File: src/rtl/tor_pkg.sv
package tor_pkg;

  localparam int NUM_OUT = 3;

  typedef enum logic [1:0] {
    DIR_E = 2'd0,
    DIR_S = 2'd1,
    DIR_L = 2'd2
  } dir_e;

  typedef enum logic [2:0] {
    SRC_NONE = 3'd0,
    SRC_W    = 3'd1,
    SRC_N    = 3'd2,
    SRC_Q    = 3'd3,
    SRC_P    = 3'd4
  } src_e;

  // Dimension-ordered decision for a packet still inside its row.
  function automatic dir_e row_route(int dx, int dy, int mx, int my);
    if (dx != mx) return DIR_E;
    if (dy != my) return DIR_S;
    return DIR_L;
  endfunction

  // Decision for a packet already travelling down the column.
  function automatic dir_e col_route(int dy, int my);
    if (dy != my) return DIR_S;
    return DIR_L;
  endfunction

endpackage

File: src/rtl/tor_fifo.sv
module tor_fifo #(
  parameter int W     = 36,
  parameter int DEPTH = 32
) (
  input  logic         clk,
  input  logic         rst,
  input  logic         push,
  input  logic [W-1:0] din,
  input  logic         pop,
  output logic [W-1:0] dout,
  output logic         empty,
  output logic         full,
  output logic         drop
);
  localparam int AW = (DEPTH > 1) ? $clog2(DEPTH) : 1;
  localparam int CW = $clog2(DEPTH + 1);
  localparam logic [AW-1:0] LAST = AW'(DEPTH - 1);
  localparam logic [CW-1:0] FULLC = CW'(DEPTH);

  logic [W-1:0]  mem [DEPTH];
  logic [AW-1:0] wr_ptr, rd_ptr;
  logic [CW-1:0] count;
  logic          do_wr, do_rd;

  assign empty = (count == '0);
  assign full  = (count == FULLC);
  assign do_rd = pop && !empty;
  assign do_wr = push && (!full || do_rd);
  assign drop  = push && full && !do_rd;
  assign dout  = mem[rd_ptr];

  always_ff @(posedge clk) begin
    if (do_wr) mem[wr_ptr] <= din;
  end

  always_ff @(posedge clk) begin
    if (rst) begin
      wr_ptr <= '0;
      rd_ptr <= '0;
      count  <= '0;
    end else begin
      if (do_wr) wr_ptr <= (wr_ptr == LAST) ? '0 : wr_ptr + 1'b1;
      if (do_rd) rd_ptr <= (rd_ptr == LAST) ? '0 : rd_ptr + 1'b1;
      case ({do_wr, do_rd})
        2'b10:   count <= count + 1'b1;
        2'b01:   count <= count - 1'b1;
        default: count <= count;
      endcase
    end
  end
endmodule

File: src/rtl/tor_arb.sv
module tor_arb
  import tor_pkg::*;
(
  input  logic w_valid,
  input  dir_e w_dir,
  input  logic n_valid,
  input  dir_e n_dir,
  input  logic q_avail,
  input  dir_e q_dir,
  input  logic pe_valid,
  input  dir_e pe_dir,
  output logic w_turn,
  output logic q_pop,
  output logic pe_grant,
  output src_e sel_e,
  output src_e sel_s,
  output src_e sel_l
);
  logic w_east, n_s, n_l, q_s, q_l;
  logic busy_e, busy_s, busy_l;

  assign w_east = w_valid && (w_dir == DIR_E);
  assign w_turn = w_valid && (w_dir != DIR_E);
  assign n_s    = n_valid && (n_dir == DIR_S);
  assign n_l    = n_valid && (n_dir == DIR_L);
  assign q_s    = q_avail && (q_dir == DIR_S);
  assign q_l    = q_avail && (q_dir == DIR_L);

  assign q_pop  = (q_s && !n_s) || (q_l && !n_l);

  assign busy_e = w_east;
  assign busy_s = n_s || q_s;
  assign busy_l = n_l || q_l;

  always_comb begin
    case (pe_dir)
      DIR_E:   pe_grant = pe_valid && !busy_e;
      DIR_S:   pe_grant = pe_valid && !busy_s;
      default: pe_grant = pe_valid && !busy_l;
    endcase
  end

  always_comb begin
    sel_e = SRC_NONE;
    if (w_east)                              sel_e = SRC_W;
    else if (pe_grant && (pe_dir == DIR_E))  sel_e = SRC_P;

    sel_s = SRC_NONE;
    if (n_s)                                 sel_s = SRC_N;
    else if (q_s)                            sel_s = SRC_Q;
    else if (pe_grant && (pe_dir == DIR_S))  sel_s = SRC_P;

    sel_l = SRC_NONE;
    if (n_l)                                 sel_l = SRC_N;
    else if (q_l)                            sel_l = SRC_Q;
    else if (pe_grant && (pe_dir == DIR_L))  sel_l = SRC_P;
  end
endmodule

File: src/rtl/tor_switch.sv
module tor_switch
  import tor_pkg::*;
#(
  parameter int XW         = 2,
  parameter int YW         = 2,
  parameter int PW         = 32,
  parameter int MY_X       = 1,
  parameter int MY_Y       = 2,
  parameter int TURN_DEPTH = 32
) (
  input  logic          clk,
  input  logic          rst,
  input  logic          w_valid,
  input  logic [XW-1:0] w_dx,
  input  logic [YW-1:0] w_dy,
  input  logic [PW-1:0] w_data,
  input  logic          n_valid,
  input  logic [XW-1:0] n_dx,
  input  logic [YW-1:0] n_dy,
  input  logic [PW-1:0] n_data,
  input  logic          pe_valid,
  input  logic [XW-1:0] pe_dx,
  input  logic [YW-1:0] pe_dy,
  input  logic [PW-1:0] pe_data,
  output logic          pe_grant,
  output logic          e_valid,
  output logic [XW-1:0] e_dx,
  output logic [YW-1:0] e_dy,
  output logic [PW-1:0] e_data,
  output logic          s_valid,
  output logic [XW-1:0] s_dx,
  output logic [YW-1:0] s_dy,
  output logic [PW-1:0] s_data,
  output logic          l_valid,
  output logic [XW-1:0] l_dx,
  output logic [YW-1:0] l_dy,
  output logic [PW-1:0] l_data,
  output logic          ovf
);
  localparam int PKT_W = XW + YW + PW;

  logic [PKT_W-1:0] w_pkt, n_pkt, pe_pkt, q_pkt;
  logic [XW-1:0]    q_dx;
  logic [YW-1:0]    q_dy;
  dir_e             w_dir, n_dir, pe_dir, q_dir;

  // named internal events for the checker
  logic q_empty, q_full, q_pop, fifo_push, fifo_drop;
  src_e sel_e, sel_s, sel_l;
  src_e sel [NUM_OUT];

  assign w_pkt  = {w_dx, w_dy, w_data};
  assign n_pkt  = {n_dx, n_dy, n_data};
  assign pe_pkt = {pe_dx, pe_dy, pe_data};
  assign q_dx   = q_pkt[PKT_W-1 -: XW];
  assign q_dy   = q_pkt[PW +: YW];

  assign w_dir  = row_route(int'(w_dx), int'(w_dy), MY_X, MY_Y);
  assign pe_dir = row_route(int'(pe_dx), int'(pe_dy), MY_X, MY_Y);
  assign q_dir  = row_route(int'(q_dx), int'(q_dy), MY_X, MY_Y);
  assign n_dir  = col_route(int'(n_dy), MY_Y);

  tor_arb u_arb (
    .w_valid  (w_valid),
    .w_dir    (w_dir),
    .n_valid  (n_valid),
    .n_dir    (n_dir),
    .q_avail  (!q_empty),
    .q_dir    (q_dir),
    .pe_valid (pe_valid),
    .pe_dir   (pe_dir),
    .w_turn   (fifo_push),
    .q_pop    (q_pop),
    .pe_grant (pe_grant),
    .sel_e    (sel_e),
    .sel_s    (sel_s),
    .sel_l    (sel_l)
  );

  tor_fifo #(.W(PKT_W), .DEPTH(TURN_DEPTH)) u_turn_q (
    .clk   (clk),
    .rst   (rst),
    .push  (fifo_push),
    .din   (w_pkt),
    .pop   (q_pop),
    .dout  (q_pkt),
    .empty (q_empty),
    .full  (q_full),
    .drop  (fifo_drop)
  );

  always_ff @(posedge clk) begin
    if (rst)            ovf <= 1'b0;
    else if (fifo_drop) ovf <= 1'b1;
  end

  assign sel[0] = sel_e;
  assign sel[1] = sel_s;
  assign sel[2] = sel_l;

  logic             o_v   [NUM_OUT];
  logic [PKT_W-1:0] o_pkt [NUM_OUT];

  for (genvar p = 0; p < NUM_OUT; p++) begin : g_out
    logic [PKT_W-1:0] mux;
    always_comb begin
      case (sel[p])
        SRC_W:   mux = w_pkt;
        SRC_N:   mux = n_pkt;
        SRC_Q:   mux = q_pkt;
        SRC_P:   mux = pe_pkt;
        default: mux = '0;
      endcase
    end
    always_ff @(posedge clk) begin
      if (rst) begin
        o_v[p]   <= 1'b0;
        o_pkt[p] <= '0;
      end else begin
        o_v[p]   <= (sel[p] != SRC_NONE);
        o_pkt[p] <= mux;
      end
    end
  end

  assign e_valid = o_v[0];
  assign s_valid = o_v[1];
  assign l_valid = o_v[2];
  assign {e_dx, e_dy, e_data} = o_pkt[0];
  assign {s_dx, s_dy, s_data} = o_pkt[1];
  assign {l_dx, l_dy, l_data} = o_pkt[2];
endmodule

File: config.mk
export PLATFORM = sky130hd
export DESIGN_NAME = tor_switch
export DESIGN_NICKNAME = d
export VERILOG_FILES = /design/src/rtl/tor_pkg.sv /design/src/rtl/tor_fifo.sv /design/src/rtl/tor_arb.sv /design/src/rtl/tor_switch.sv
export SDC_FILE = /design/constraint.sdc
export NUM_CORES = 1
export LEC_CHECK = 0
export ABC_CLOCK_PERIOD_IN_PS = 4900
export BUFFER_PORTS_ARGS = -buffer_cell sky130_fd_sc_hd__buf_2
export CAP_MARGIN = 20
export CORE_ASPECT_RATIO = 0.5
export CORE_UTILIZATION = 45
export CTS_CLUSTER_DIAMETER = 60
export CTS_CLUSTER_SIZE = 20
export DETAILED_ROUTE_END_ITERATION = 8
export GPL_ROUTABILITY_DRIVEN = 0
export HOLD_SLACK_MARGIN = 0.03
export PLACE_DENSITY = 0.6
export SETUP_SLACK_MARGIN = 0.4
export SKIP_CTS_REPAIR_TIMING = 1
export SYNTH_ARGS = -nofsm -noshare
export SYNTH_HDL_FRONTEND = slang
export SYNTH_SLANG_ARGS = --single-unit
File: constraint.sdc
create_clock -name clk -period 4.9 [get_ports clk]
set_input_delay 0.735 -clock clk [delete_from_list [all_inputs] [get_ports clk]]
set_output_delay 0.735 -clock clk [all_outputs]
set_load 0.01 [all_outputs]
# [After elaboration in Yosys (flattened, before gate mapping)]
# Memory sizes are Yosys's and may differ from the RTL's. A register that Yosys moved wholly into a read port is not among the register bits.
# Cells that the tools add are included.
[totals] reg_bits=17 in_bits=113 memories=3 elab_cells=137 latch_bits=0 rom_bits=0 output_inout_bits=113 mem_bits_rw=1263
[op_classes] n_eq_ne=30 muxes=52 n_reduce_logical=38 magnitude_cmp=0 mul=0 addsub=4 bitwise=6 shifts=0 n_div=0
[mem_list] name="u_turn_q.mem" depth=32 width=36 rd=1 rd_clocked_by_memory_dff=1 write_ports=1 line_no="tor_fifo.sv:20" source="logic [W-1:0] mem [DEPTH];"
[mem_list] name="o_pkt" depth=3 width=36 rd=3 rd_clocked_by_memory_dff=0 write_ports=3 line_no="tor_switch.sv:102" source="logic [PKT_W-1:0] o_pkt [NUM_OUT];"
[mem_list] name="o_v" depth=3 width=1 rd=3 rd_clocked_by_memory_dff=0 write_ports=3 line_no="tor_switch.sv:101" source="logic o_v [NUM_OUT];"
[ops] cell="one-hot mux 36 bit (4 select lines)" n=3
[ops] cell="two-way mux 36 bit" n=3
[ops] cell="two-way mux 2 bit" n=14
[ops] cell="two-way mux 3 bit" n=8
[ops] cell="two-way mux 5 bit" n=4
[ops] cell="equality test 3 x 2 -> 1 bit (second input constant)" n=6
[ops] cell="logical AND 1 bit" n=18
[ops] cell="two-way mux 1 bit" n=18
[ops] cell="inequality test 2 bit (second input constant)" n=7
[ops] cell="one-hot mux 6 bit (2 select lines)" n=1
[ops] cell="adder 5 x 1 -> 5 bit (second input constant)" n=2
[ops] cell="equality test 5 bit (second input constant)" n=2
[ops] cell="equality test 3 x 1 -> 1 bit (second input constant)" n=3
[ops] cell="equality test 3 bit (second input constant)" n=3
[ops] cell="nonzero test 3 bit" n=3
[ops] cell="equality test 2 x 1 -> 1 bit (second input constant)" n=4
[ops] cell="equality test 2 bit (second input constant)" n=4
[ops] cell="logical NOT 1 bit" n=8
[ops] cell="adder 6 x 1 -> 6 bit (second input constant)" n=1
[ops] cell="equality test 6 bit (second input constant)" n=1
[ops] cell="logical NOT 6 bit" n=1
[ops] cell="bitwise OR 1 bit" n=6
[ops] cell="subtractor 6 x 1 -> 6 bit (second input constant)" n=1
[ops] cell="logical NOT 2 bit" n=2
[ops] cell="3 further kinds" n=7

# [Longest topological paths before layout]
[depth] depth_word=18 depth_mapped=20 ltp_nobuf=17

# [By module]
# Synthesis repeated with hierarchy kept, for this count alone.
[hier_totals] cells_unflattened=2504 area_unflattened_um2=51285.4
[modules_own_cells] module="tor_fifo" seq_area_each_um2=35013.6 area_per_inst_um2=44868.0 n_inst=1 cells_per_inst=1818
[modules_own_cells] module="tor_switch" seq_area_each_um2=2242.2 area_per_inst_um2=6268.5 n_inst=1 cells_per_inst=663
[modules_own_cells] module="tor_arb" seq_area_each_um2=0.0 area_per_inst_um2=148.9 n_inst=1 cells_per_inst=23

# [Least setup slack after synthesis]
# Ideal clock, no wire load.
[synth_timing] path_kind="register to register" start="register (tool-made name)" end="register u_turn_q.count[5]" setup_time_ps=120 path_stages_with_launch=19 arrival_time_ps=4022 path_slack_ps=758 t_required_ps=4780 path_cell_list="dfxtp_1 > buf_4 > mux4_2 > mux2_2 > nor4_2 > nor3_1 > a221o_1 > or4_1 > buf_2 > inv_1 > ha_1 > a21o_1 > a21oi_1 > nor2b_1 > o21ai_0 > nor2b_1 > nor3_1 > mux2_2 > a211o_1"
[synth_lines] element="end signal: assignment" line_no="tor_fifo.sv:45" source="2'b10: count <= count + 1'b1;"
[synth_lines] element="end signal: assignment" line_no="tor_fifo.sv:46" source="2'b01: count <= count - 1'b1;"
[synth_lines] element="end signal: assignment" line_no="tor_fifo.sv:47" source="default: count <= count;"
[synth_lines] element="end: declaration" line_no="tor_fifo.sv:22" source="logic [CW-1:0] count;"

==> flow_metrics.tcl <==
set metrics [dict create \
    syn_inst 2368 \
    pwr-share-comb_pct 6.5 \
    total_power_mw 19.7 \
    rows 85 \
    status "finished, final reports clean" \
    die_x_um 470 \
    worstPathMaxFanout 7 \
    root_buffer "clkbuf_16" \
    syn-num-nets 2493 \
    p_leak_nw 17.2 \
    worst_setup_path_start_kind "flop" \
    cts_buffer_depth 3 \
    powerDensity_nw_per_um2 358 \
    port_buffers 225 \
    met1_usage_pct 32.7 \
    drv_cap 0 \
    grt_setup_unrepaired "no" \
    grt_pass1_vias 24359 \
    synth_cell_types 65 \
    synth_edf_count 1152 \
    ys_ff_latch 1285 \
    fin_skew_ns 0.0282 \
    cp.arrival_ns 3.61 \
    swShare_pct 21.1 \
    fp.dieArea_um2 111000 \
    antenna_found_initial 3 \
    cts_buffers 74 \
    wire_per_inst_um 29.8 \
    synth_ff_type "edfxtp_1" \
    ir_worst_vdd_mv 0.243 \
    cts_tree "yes" \
    drc 0 \
    required_ns 4.16 \
    antennaDiodeCount 0 \
    core-area_um2 108000 \
    synth-async-reset-ratio_pct 0 \
    cts.clk_slew.worst_paths_ns 0.09 \
    slew_viol_final 0 \
    grt_busiest_layer "met2" \
    p_switching_mw 4.16 \
    critPathCaptureType "output pin" \
    grt_pass1_wl_mm 175 \
    intPower_mw 15.5 \
    criticalPathCategory "flop to output pin" \
    met2_usage_pct 34.0 \
    yosys_warnings 0 \
    drive_gt1_share_pct 30.0 \
    fmax_mhz 230 \
    drt_pass1_iterations 5 \
    fin_crit_sh_pct 88.6 \
    wl_mm 123 \
    grtUsageMet3_pct 4.67 \
    relSlewSlack_pct 26.2 \
    grt_start_max_net_pins 94 \
    nets 2759 \
    setup_violations 0 \
    hold_depth 3 \
    first_iter_violations 2765 \
    overflow 0 \
    via_per_inst 6.02 \
    synthToLayoutAreaGrowth_pct 11.8 \
    clk_latency_ns 0.67 \
    h-tree-depth 3 \
    hold_viol_final 0 \
    dp_hpwl_mm 70.0 \
    vias 24782 \
    syn_avg_cell_area_um2 20.8 \
    reg2reg_depth 16 \
    p_seq_share_pct 60.8 \
    grt_usage_pct 22.0 \
    ys_seq_area_share_pct 75.7 \
    min_path_type "input pin to flop" \
    pwr-share-clk_pct 32.6 \
    chipHeight_um 236 \
    ant_nets 0 \
    worstMarginPinSlew_ns 1.11 \
    initial_utilization_pct 45.6 \
    io_pins 226 \
    fin_crit_ns 4.34 \
    setup-tns-final_ns 0 \
    cts.sinks 1285 \
    syn_area_um2 49200 \
]
sequential cells by signal, summed over array words and instances (netlist names), named ones only:
name / cells
u_turn_q.count: 6
u_turn_q.mem: 1152
o_v: 3
u_turn_q.rd_ptr: 5
u_turn_q.wr_ptr: 5
ovf: 1
o_pkt: 108
cells by family (layout without fill, tap and decap cells):
family	after synthesis	after routing	share of synthesized area, %
xor+xnor	2	2	0.0356
fa+ha+maj	12	12	0.320
compound gates	171	171	2.59
other cells	1	1	0.00762
simple gates	332	332	3.22
flops	1285	1285	75.7
mux	413	413	16.9
buf+inv	152	463	1.31
metrics by stage:
stage | std cells | utilization [%] | instance area (um^2) | hold slack (ns) | worst slack (ns)
final | 4114 | 51.0 | 55100 | 0.325 | 0.557
after global routing | 4114 | 51.0 | 55100 | 0.300 | 0.402
after CTS | 4110 | 50.8 | 54900 | 0.274 | 0.304
after detailed placement | 3989 | 48.9 | 52800 | 0.482 | 0.401
after global placement | 3989 | 48.9 | 52800 | 0.478 | 0.392
after floorplan | 2368 | - | 49200 | 0.462 | 0.758
cell usage after synthesis (3+ instances only):
| library cell | number | area share, % |
|---|---|---|
| a211oi_1 | 3 | 0.046 |
| a21oi_1 | 11 | 0.11 |
| mux2i_1 | 76 | 1.5 |
| nand3_1 | 9 | 0.091 |
| mux2_2 | 3 | 0.069 |
| a22oi_1 | 51 | 0.78 |
| nand2_1 | 79 | 0.60 |
| nor2b_1 | 7 | 0.089 |
| nor3b_1 | 6 | 0.091 |
| buf_4 | 5 | 0.076 |
| and3_1 | 36 | 0.46 |
| and2_1 | 4 | 0.051 |
| o21ai_0 | 6 | 0.061 |
| dfxtp_1 | 133 | 5.4 |
| buf_2 | 31 | 0.32 |
| a21o_1 | 6 | 0.091 |
| nor3_1 | 8 | 0.081 |
| mux4_2 | 333 | 15 |
| clkbuf_1 | 89 | 0.68 |
| o211ai_1 | 4 | 0.061 |
| or2_2 | 3 | 0.038 |
| nand2b_1 | 6 | 0.076 |
| buf_1 | 10 | 0.076 |
| a31oi_1 | 35 | 0.44 |
| o31ai_1 | 4 | 0.061 |
| ha_1 | 11 | 0.28 |
| nor2_1 | 125 | 0.95 |
| or2_0 | 13 | 0.17 |
| a221oi_1 | 33 | 0.59 |
| nand4_1 | 3 | 0.038 |
| edfxtp_1 | 1152 | 70 |
| or2_1 | 17 | 0.22 |
| inv_1 | 14 | 0.11 |
path summary, 6_finish.rpt:
kind                                  start                        endpoint  slack [ns]
max                                    flop                        pe_grant        0.56
min                                 n_dx[1]         o_pkt[2][35]$_SDFF_PP0_        0.32
max reg2reg                            flop  u_turn_q.count[5]$_SDFFE_PP0P_        0.63
min reg2reg  u_turn_q.count[4]$_SDFFE_PP0P_  u_turn_q.count[4]$_SDFFE_PP0P_        0.49
critical path: stages, from the launching register on:
cell and delay [ns]:
dfxtp_4 0.45, mux4_2 0.53, mux2_2 0.29, nor4_2 0.22, nor3_1 0.12, a221o_1 0.34, buf_4 0.17, nor3_2 0.29
nor2_2 0.09, o221ai_1 0.22, a21oi_1 0.07, buf_2 0.14
metal layers:
metal	up-vias	routed length [um]
li1	10277	-
met1	13492	54100
met4	4	1910
met3	120	9300
met2	889	57200
met5	-	23
power groups by stage:
stage               clock (mW)  combinational [mW]  sequential (mW)
floorplan                    0               0.782             12.3
global placement             0                1.27             12.2
detailed placement           0                1.29             12.2
CTS                       6.59                1.29             12.0
global route              6.97                1.39             12.0
finish                    6.43                1.29             12.0
cells in the final DEF (no fill, tap or decap), types with 5 or more instances in the layout:
cell type | Yosys | final
buf_4 | 5 | 65
mux4_2 | 333 | 333
a21oi_1 | 11 | 11
nand3_1 | 9 | 9
nor3b_1 | 6 | 5
nor3_1 | 8 | 5
a22oi_1 | 51 | 51
inv_1 | 14 | 13
a31oi_1 | 35 | 35
nand2_1 | 79 | 79
mux2i_1 | 76 | 76
dfxtp_1 | 133 | 129
o21ai_0 | 6 | 5
or2_1 | 17 | 17
ha_1 | 11 | 11
clkbuf_1 | 89 | 38
or2_0 | 13 | 13
a21o_1 | 6 | 5
a221oi_1 | 33 | 33
buf_12 | 0 | 32
nor2_1 | 125 | 123
and3_2 | 0 | 33
nor2b_1 | 7 | 6
nand2b_1 | 6 | 6
buf_2 | 31 | 225
edfxtp_1 | 1152 | 1152
clkbuf_16 | 0 | 78
final cells by class:
class                      count  area [um^2]
sequential                  1285        37300
clock buffer                 116         2080
tap                         1435         1800
fill                        8488        53000
clock inverter                 5         73.8
multi-input combinational    931        11400
inverter                      15         61.3
timing repair buffer         327         2350
(Power assumes the default switching activity.)
